===== src/rtl/flt_pkg.sv =====
package flt_pkg;

    typedef enum logic [2:0] {
        LNK_OFF     = 3'd0,
        LNK_LOCK    = 3'd1,
        LNK_SYNC    = 3'd2,
        LNK_RUN     = 3'd3,
        LNK_HOLDOFF = 3'd4
    } lnk_state_e;

    localparam int unsigned LEAD_W  = 1;
    localparam int unsigned TRAIL_W = 2;

endpackage


===== src/rtl/flt_frame_shifter.sv =====
module flt_frame_shifter
    import flt_pkg::*;
#(
    parameter int unsigned DATA_W = 22
) (
    input  logic              clk,
    input  logic              rst_n,
    input  logic              load,
    input  logic              tick,
    input  logic [DATA_W-1:0] word,
    output logic              line_bit
);

    localparam int unsigned FRAME_W    = LEAD_W + DATA_W + TRAIL_W;
    localparam int unsigned SLOT_W     = $clog2(FRAME_W);
    localparam int unsigned LAST_SLOT  = FRAME_W - 1;
    localparam int unsigned TRAIL_BASE = LEAD_W + DATA_W;

    typedef struct packed {
        logic [FRAME_W-1:0] frm;
        logic [SLOT_W-1:0]  slot;
    } shf_s;

    shf_s q, d;
    logic [FRAME_W-1:0] fresh;

    // Frame image: lead slots low, data LSB first, trailer = inverse of MSB
    for (genvar gl = 0; gl < LEAD_W; gl++) begin : g_lead
        assign fresh[gl] = 1'b0;
    end
    for (genvar gd = 0; gd < DATA_W; gd++) begin : g_data
        assign fresh[LEAD_W + gd] = word[gd];
    end
    for (genvar gt = 0; gt < TRAIL_W; gt++) begin : g_trail
        assign fresh[TRAIL_BASE + gt] = ~word[DATA_W-1];
    end

    always_comb begin
        d = q;
        if (load) begin
            d.frm  = fresh;
            d.slot = '0;
        end else if (tick) begin
            d.frm = {q.frm[FRAME_W-1], q.frm[FRAME_W-1:1]};
            if (q.slot != SLOT_W'(LAST_SLOT)) begin
                d.slot = q.slot + SLOT_W'(1);
            end
        end
    end

    always_ff @(posedge clk or negedge rst_n) begin
        if (!rst_n) begin
            q <= '0;
        end else begin
            q <= d;
        end
    end

    assign line_bit = q.frm[0];

    AST_LEAD_ZERO: assert property (@(posedge clk) disable iff (!rst_n)
        load |=> !line_bit);

    AST_TRAIL_HOLD: assert property (@(posedge clk) disable iff (!rst_n)
        (q.slot == SLOT_W'(TRAIL_BASE) && tick && !load) |=> $stable(line_bit));

    AST_SLOT_HOLD: assert property (@(posedge clk) disable iff (!rst_n)
        (!tick && !load) |=> $stable(line_bit));

endmodule


===== src/rtl/flt_link_ctrl.sv =====
module flt_link_ctrl
    import flt_pkg::*;
#(
    parameter int unsigned LOCK_CYC    = 64,
    parameter int unsigned SYNC_WORDS  = 4096,
    parameter int unsigned BACKOFF_CYC = 125
) (
    input  logic clk,
    input  logic rst_n,
    input  logic pdn_n,
    input  logic strobe,
    input  logic pull,
    output logic oe,
    output logic ready
);

    localparam int unsigned MAX_A   = (LOCK_CYC > SYNC_WORDS) ? LOCK_CYC : SYNC_WORDS;
    localparam int unsigned TMR_MAX = (MAX_A > BACKOFF_CYC) ? MAX_A : BACKOFF_CYC;
    localparam int unsigned TMR_W   = $clog2(TMR_MAX + 1);

    typedef struct packed {
        lnk_state_e       st;
        logic [TMR_W-1:0] cnt;
        logic             oe;
        logic             rdy;
    } ctl_s;

    ctl_s q, d;

    always_comb begin
        d = q;
        if (!pdn_n) begin
            d.st  = LNK_OFF;
            d.cnt = '0;
            d.oe  = 1'b0;
            d.rdy = 1'b0;
        end else begin
            unique case (q.st)
                LNK_OFF: begin
                    d.st  = LNK_LOCK;
                    d.cnt = '0;
                end
                LNK_LOCK: begin
                    if (q.cnt == TMR_W'(LOCK_CYC - 1)) begin
                        d.st  = LNK_SYNC;
                        d.cnt = '0;
                    end else begin
                        d.cnt = q.cnt + TMR_W'(1);
                    end
                end
                LNK_SYNC: begin
                    if (pull && q.oe) begin
                        d.st  = LNK_HOLDOFF;
                        d.cnt = '0;
                        d.oe  = 1'b0;
                    end else if (strobe) begin
                        d.oe = 1'b1;
                        if (q.cnt == TMR_W'(SYNC_WORDS - 1)) begin
                            d.st  = LNK_RUN;
                            d.cnt = '0;
                            d.rdy = 1'b1;
                        end else begin
                            d.cnt = q.cnt + TMR_W'(1);
                        end
                    end
                end
                LNK_RUN: begin
                    if (pull) begin
                        d.st  = LNK_HOLDOFF;
                        d.cnt = '0;
                        d.oe  = 1'b0;
                        d.rdy = 1'b0;
                    end
                end
                LNK_HOLDOFF: begin
                    if (q.cnt == TMR_W'(BACKOFF_CYC - 1)) begin
                        d.st  = LNK_LOCK;
                        d.cnt = '0;
                    end else begin
                        d.cnt = q.cnt + TMR_W'(1);
                    end
                end
                default: begin
                    d.st  = LNK_OFF;
                    d.cnt = '0;
                    d.oe  = 1'b0;
                    d.rdy = 1'b0;
                end
            endcase
        end
    end

    always_ff @(posedge clk or negedge rst_n) begin
        if (!rst_n) begin
            q <= '{st: LNK_OFF, cnt: '0, oe: 1'b0, rdy: 1'b0};
        end else begin
            q <= d;
        end
    end

    assign oe    = q.oe;
    assign ready = q.rdy;

    AST_PDN_QUIET: assert property (@(posedge clk) disable iff (!rst_n)
        !pdn_n |=> (!oe && !ready));

    AST_OE_ON_STROBE: assert property (@(posedge clk) disable iff (!rst_n)
        $rose(oe) |-> $past(strobe));

    AST_READY_NEEDS_OE: assert property (@(posedge clk) disable iff (!rst_n)
        ready |-> oe);

    AST_PULLUP_BACKOFF: assert property (@(posedge clk) disable iff (!rst_n)
        (pull && oe && pdn_n) |=> (!oe && !ready));

    AST_PULL_BEATS_SYNC: assert property (@(posedge clk) disable iff (!rst_n)
        (pull && strobe && oe && !ready && pdn_n) |=> !ready);

endmodule


===== src/rtl/framed_link_tx.sv =====
module framed_link_tx
    import flt_pkg::*;
#(
    parameter int unsigned DATA_W      = 22,
    parameter int unsigned LOCK_CYC    = 64,
    parameter int unsigned SYNC_WORDS  = 4096,
    parameter int unsigned BACKOFF_CYC = 125
) (
    input  logic              clk,
    input  logic              rst_n,
    input  logic [DATA_W-1:0] par_data,
    input  logic              par_strobe,
    input  logic              slot_tick,
    input  logic              pdn_n,
    input  logic              line_pulled_up,
    output logic              ser_out,
    output logic              ser_oe,
    output logic              link_ready
);

    logic frame_bit;

    flt_frame_shifter #(
        .DATA_W (DATA_W)
    ) u_shift (
        .clk      (clk),
        .rst_n    (rst_n),
        .load     (par_strobe),
        .tick     (slot_tick),
        .word     (par_data),
        .line_bit (frame_bit)
    );

    flt_link_ctrl #(
        .LOCK_CYC    (LOCK_CYC),
        .SYNC_WORDS  (SYNC_WORDS),
        .BACKOFF_CYC (BACKOFF_CYC)
    ) u_ctrl (
        .clk    (clk),
        .rst_n  (rst_n),
        .pdn_n  (pdn_n),
        .strobe (par_strobe),
        .pull   (line_pulled_up),
        .oe     (ser_oe),
        .ready  (link_ready)
    );

    assign ser_out = ser_oe & frame_bit;

    AST_IDLE_LINE_LOW: assert property (@(posedge clk) disable iff (!rst_n)
        !pdn_n |=> !ser_out);

endmodule


===== config.mk =====
export PLATFORM = sky130hd
export DESIGN_NAME = framed_link_tx
export DESIGN_NICKNAME = d
export VERILOG_FILES = /design/src/rtl/flt_pkg.sv /design/src/rtl/flt_frame_shifter.sv /design/src/rtl/flt_link_ctrl.sv /design/src/rtl/framed_link_tx.sv
export SDC_FILE = /design/constraint.sdc
export NUM_CORES = 1
export LEC_CHECK = 0
export BUFFER_PORTS_ARGS = -buffer_cell sky130_fd_sc_hd__clkbuf_2
export CAP_MARGIN = 10
export CORE_ASPECT_RATIO = 2
export CORE_MARGIN = 5
export CORE_UTILIZATION = 60
export CTS_CLUSTER_SIZE = 25
export DETAILED_ROUTE_END_ITERATION = 10
export PLACE_DENSITY = 0.82
export SYNTH_ARGS = -nofsm -noshare
export SYNTH_HDL_FRONTEND = slang
export SYNTH_SLANG_ARGS = --single-unit

===== constraint.sdc =====
create_clock -name clk -period 3.3 [get_ports clk]
set_input_delay 0.33 -clock clk [delete_from_list [all_inputs] [get_ports clk]]
set_output_delay 0.33 -clock clk [all_outputs]
set_load 0.01 [all_outputs]

# Word level (Yosys, flattened, before mapping)

Index checks and enable logic that the tools add are counted.

Register bits after elaboration: 48
Input bits: 28
Logic and storage cells: 55

Add/sub/neg operators: 2
Equality and inequality tests: 17
Muxes and demuxes: 17
Bitwise gates (word level): 2
Reductions and logical operators: 10

Operators by type and width:

| cell                                                                    | number |
|---|---|
| 16-bit case mux with 5 select lines                                     | 1 |
| 18-bit 2-to-1 mux                                                       | 3 |
| 13-bit 2-to-1 mux                                                       | 3 |
| 30-bit 2-to-1 mux                                                       | 1 |
| 29-bit 2-to-1 mux                                                       | 1 |
| 17-bit 2-to-1 mux                                                       | 1 |
| 13-bit by 1-bit adder with 13-bit output, second input constant         | 1 |
| 13-bit by 12-bit equality test with 1-bit output, second input constant | 1 |
| 13-bit by 6-bit equality test with 1-bit output, second input constant  | 1 |
| 13-bit by 7-bit equality test with 1-bit output, second input constant  | 1 |
| 5-bit AND reduction                                                     | 2 |
| 3-bit 2-to-1 mux                                                        | 3 |
| 3-bit by 2-bit inequality test with 1-bit output, second input constant | 3 |
| 3-bit inequality test, second input constant                            | 3 |
| 3-bit by 2-bit equality test with 1-bit output, second input constant   | 2 |
| 2-bit case mux with 3 select lines                                      | 1 |
| 5-bit by 1-bit adder with 5-bit output, second input constant           | 1 |
| 5-bit 2-to-1 mux                                                        | 1 |
| 5-bit inequality test, second input constant                            | 1 |
| 4-bit by 2-bit inequality test with 1-bit output, second input constant | 1 |
| 4-bit by 3-bit inequality test with 1-bit output, second input constant | 1 |
| 2-bit AND reduction                                                     | 2 |
| 2-bit nonzero test                                                      | 2 |
| 3-bit by 1-bit equality test with 1-bit output, second input constant   | 1 |
| 9 further kinds                                                         | 10 |

# Logic depth before layout (Yosys ltp)

Depth in word-level cells: 6
Gate-level depth with buffers: 7

# Cells and area by module

From an unflattened synthesis, not the netlist that was laid out.

Cells, all modules: 236
Area, all modules: 2,277.2 µm²

Modules (own cells, without submodules):

| module            | instances | cells each | area an instance (µm²) | sequential area each (µm²) |
|---|---|---|---|---|
| flt_frame_shifter | 1         | 105        | 1,151.1                | 625.6 |
| flt_link_ctrl     | 1         | 130        | 1,119.8                | 450.4 |
| framed_link_tx    | 1         | 1          | 6.3                    | 0.0 |

# Least setup slack after synthesis

OpenSTA, ideal clock, no wires.

Kind: flip-flop to flip-flop
Start point: register u_ctrl.q[12] (netlist name)
End point: register u_ctrl.q[15] (netlist name)
Library setup time: 0.120 ns
Arrival: 1.747 ns
Required time: 3.180 ns
Path slack: 1.434 ns
Stages on the path, launching flop included: 6
Buffers on the path: 0
Period minus slack after synthesis: 1.866 ns
Cell sequence: dfrtp_1 or4_4 or3_4 o31ai_2 nor4b_1 a31o_1

Word-level cells in the longest chain between the ends: 3
Elaborated cells on any way between the ends: 7
Those cells by class: eq/ne (6); reduce/logical (1)

Ends and longest elaborated chain:

| what                                                                                                                                  | RTL line            | source |
|---|---|---|
| start: declaration                                                                                                                    | flt_link_ctrl.sv:28 | `ctl_s q, d;` |
| start signal: assignment                                                                                                              | flt_link_ctrl.sv:95 | `q <= '{st: LNK_OFF, cnt: '0, oe: 1'b0, rdy: 1'b0};` |
| 13-bit by 12-bit equality test with 1-bit output (tied with other cells)                                                              | flt_link_ctrl.sv:58 | `if (q.cnt == TMR_W'(SYNC_WORDS - 1)) begin` |
| 4-bit by 2-bit inequality test with 1-bit output (no source line) or 3-bit by 2-bit inequality test with 1-bit output (tied branches) | --                  |  |
| 5-bit AND reduction (no source line) *                                                                                                | --                  |  |

Every way passes the cells marked *; elsewhere a longest branch is shown, timed or not.
A chain may end at the register's enable or synchronous reset.

# Worst setup path in the final report

Start point: register u_ctrl.q[15] (netlist name)
End point: register u_ctrl.q[5] (netlist name)

Word-level cells in the longest chain between the ends: 3
Elaborated cells on any way between the ends: 10
Those cells by class: eq/ne (6); mux (2); reduce/logical (2)

Ends and longest elaborated chain:

| what                                                        | RTL line            | source |
|---|---|---|
| 3-bit equality test (tied with other cells)                 | flt_link_ctrl.sv:38 | `unique case (q.st)` |
| 16-bit case mux with 5 select lines (tied with other cells) | flt_link_ctrl.sv:38 |  |
| 18-bit 2-to-1 mux or 2-bit AND reduction (tied branches)    | --                  |  |

Parallel ways exist; a longest one is shown, timed or not.

==> impl_results.md <==
* Status: finished, final reports clean
* IO Count at 31
* Die height at 98.6 um
* Worst path buffer plus inverter count at 1
* Top Layer Used: met4
* Die Wd at 54.3 um
* FF+latch area at 1080 um^2
* Post-synthesis cell count at 252
* HPWL after DPL at 3890 um
* CTS tree: built
* Fmax achieved at 412 MHz
* Final nets at 307
* Clk sinks at 43
* CTS Buf Count at 5
* Setup WS post-layout at 0.875 ns
* Vias in the first global route at 2029
* Setup TNS Final at 0 ns
* Post-synth cell types at 46
* Placed cell areas at 2520 um^2
* Max stage delay on crit path at 0.93 ns
* Capture point of the worst reg-to-reg path: u_ctrl.q[5]
* Reg2Reg Depth at 6
* Multi-input logic area at 1200 um^2
* Clock Skew at 0.00539 ns
* Initial drt markers at 63
* Antenna violations before repair at 0
* Wire length on met1 at 1960 um
* Worst setup EP type: flip-flop
* MaxCap Viol Count at 0
* Pwr/cell area at 530 nW/um^2
* Tcrit/Tclk final at 0.735
* VDD IR max at 0.303 mV
* Fin. max-slew vios at 0
* Antenna-violating nets left at 0
* Syn nets at 282
* CTS root buf: clkbuf_8
* Sequential share of the synthesized area at 0.457
* FP Rows at 32
* Post-Synthesis Cell Area at 2350 um^2
* Standard cell core area at 3840 um^2
* Commonest non-fill, non-tap cells in the layout: 43 x dfrtp_1, 41 x nand2_1, 35 x o21ai_0, 30 x clkbuf_2, 23 x mux2i_1
* Final Hold Fails at 0
* Data arrival time of the worst path at 2.64 ns
* Die ar. at 5350 um^2
* Worst-margin pin slew at 1.08 ns
* Leakage power total at 1.18 nW
* DR WL met2 at 3060 um
* Non-filler cells, final at 329
* RSZ-0062 raised after global routing: no
* Avg Cell Area, Syn at 9.33 um^2
* GRT overflow at 0
* Post_cts resized at 0
* Required @ worst endpoint at 3.52 ns
* Setup violations, final at 0
* Pre-CTS setup slack at 0.914 ns
* Min-delay worst type: input port to asynchronous set/reset pin
* Setup bufs post-CTS at 0
* ANT cells at 0
* Critical path's top delay family: simple AND/OR/NAND/NOR gates
* RePlAce Congestion at 0.889
* Slew margin rel. at 0.274
* Starting density of the core at 0.612
* Yosys Warn Count at 0
* Largest net degree at the start of global routing at 47
* Final min period at 2.43 ns
* First-pass GRT wire length at 8900 um
* Clock Path Buffers at 2
* WL met3 at 202 um
* R2r setup slk at 0.87 ns
* TritonRoute pass-1 iters at 5
* Placed cells at 321
* # DRC at 0
* Most common cell after layout, fill and taps aside: dfrtp_1
* Startpoint types: flip-flop
* Crit Path Class: flip-flop to flip-flop
* WL final at 5400 um
* Depth of the CTS H-tree at 2
* DR WL/cell at 16.4 um
* Critical R2R Launch: u_ctrl.q[15]
* DR vias at 1961
* PortBufs at 30
* Hold Buf Count CTS at 0
* CP Max Fanout at 17
* Layout cells sized above 1 at 0.191
* Final instance area at 2630 um^2
* CP max-delay cell: nor4_1
* Area growth syn-to-layout at 11.8%
* Via density at 5.96
* CP Cell Sequence: o21a_1 > nor3_2 > buf_4 > nor4_1 > o21ai_0 > o211ai_1
* CTS clk-pin slew, worst paths at 0.08 ns
* Fill cells at 350
* Number of synthesized register bits at 43
* Gr usage total at 0.225
* Clk_lat worst skew at 0.30 ns
## flip-flops by register name (all words and copies together), names as in the netlist
register,flops
u_ctrl.oe,1
u_ctrl.q,16
u_ctrl.ready,1
u_shift.line_bit,1
u_shift.q,24
## final cells by class
cell class                      count  area share
Multi-Input combinational cell    189       0.455
Sequential cell                    43       0.409
Timing Repair Buffer               32      0.0628
Clock buffer                        7      0.0366
Tap cell                           51      0.0243
Inverter                            6     0.00857
Clock inverter                      1     0.00286
## synth_stat cells, drive strengths merged
cell type,number,share of area
mux2,2,0.0096
nand4b,1,0.0037
nand2b,2,0.0053
o21a,2,0.0064
nand3,6,0.013
a221oi,2,0.0074
nor2,16,0.029
a41o,1,0.0043
o21bai,1,0.0032
and3,1,0.0027
mux2i,23,0.098
o311ai,1,0.0037
a31o,1,0.0037
nor4,5,0.013
o211ai,8,0.026
or3,1,0.0048
a21oi,4,0.010
and2,2,0.0053
clkbuf,11,0.018
nor4b,1,0.0037
buf,3,0.0064
or2,2,0.0053
nand3b,1,0.0032
nor3b,1,0.0032
or4,2,0.0080
nor3,5,0.013
o32ai,1,0.0069
o21ai,36,0.081
nand2,41,0.065
a22oi,2,0.0064
a211oi,1,0.0053
inv,6,0.0096
nor2b,4,0.011
a21o,1,0.0032
o31ai,1,0.0053
dfrtp,43,0.46
o2bb2ai,1,0.0037
ha,2,0.011
xnor2,3,0.011
a211o,1,0.0037
nand4,4,0.011
## cell families after synthesis
| family | synth area share |
|---|---|
| muxes | 0.107 |
| DFF | 0.457 |
| AOI/OAI and AO/OA | 0.180 |
| adders and majority gates | 0.0106 |
| xor gates and xnor gates | 0.0112 |
| and+or+nand+nor | 0.199 |
| buffers and inverters | 0.0335 |
## stage by stage
step,power [mW],util,hold WS (ns)
after detailed placement,1.03,0.657,0.465
after global routing,1.48,0.684,0.248
after CTS,1.40,0.684,0.239
final,1.39,0.684,0.200
after floorplan,0.921,-,0.0344
after global placement,1.02,0.657,0.455
## routing by layer
| layer | up-vias | GRT usage |
|---|---|---|
| li1 | 950 | - |
| met1 | 942 | 0.221 |
| met4 | 0 | 0.121 |
| met5 | - | 0 |
| met2 | 54 | 0.411 |
| met3 | 15 | 0.0378 |
## how the worst max path moves through the flow
stage | start | endpoint | slack, ns | cells after the start
after floorplan | u_ctrl.q[12] | u_ctrl.q[15] | 1.43 | 5
after global placement | u_ctrl.q[3] | u_ctrl.q[3] | 1.05 | 6
after detailed placement | u_ctrl.q[3] | u_ctrl.q[3] | 0.91 | 6
after CTS | u_ctrl.q[15] | u_ctrl.q[5] | 0.93 | 6
after global routing | u_ctrl.q[2] | u_ctrl.q[5] | 0.67 | 6
final | u_ctrl.q[15] | u_ctrl.q[5] | 0.87 | 6
## power breakdown
part / leakage [nW] / total [mW] / internal [mW] / switching (mW)
Combinational: 0.573 / 0.367 / 0.146 / 0.221
Clock: 0.0505 / 0.370 / 0.190 / 0.180
Sequential: 0.552 / 0.655 / 0.581 / 0.0735
Total: 1.18 / 1.39 / 0.918 / 0.474
Note: power is estimated with default switching activity, not from simulation.
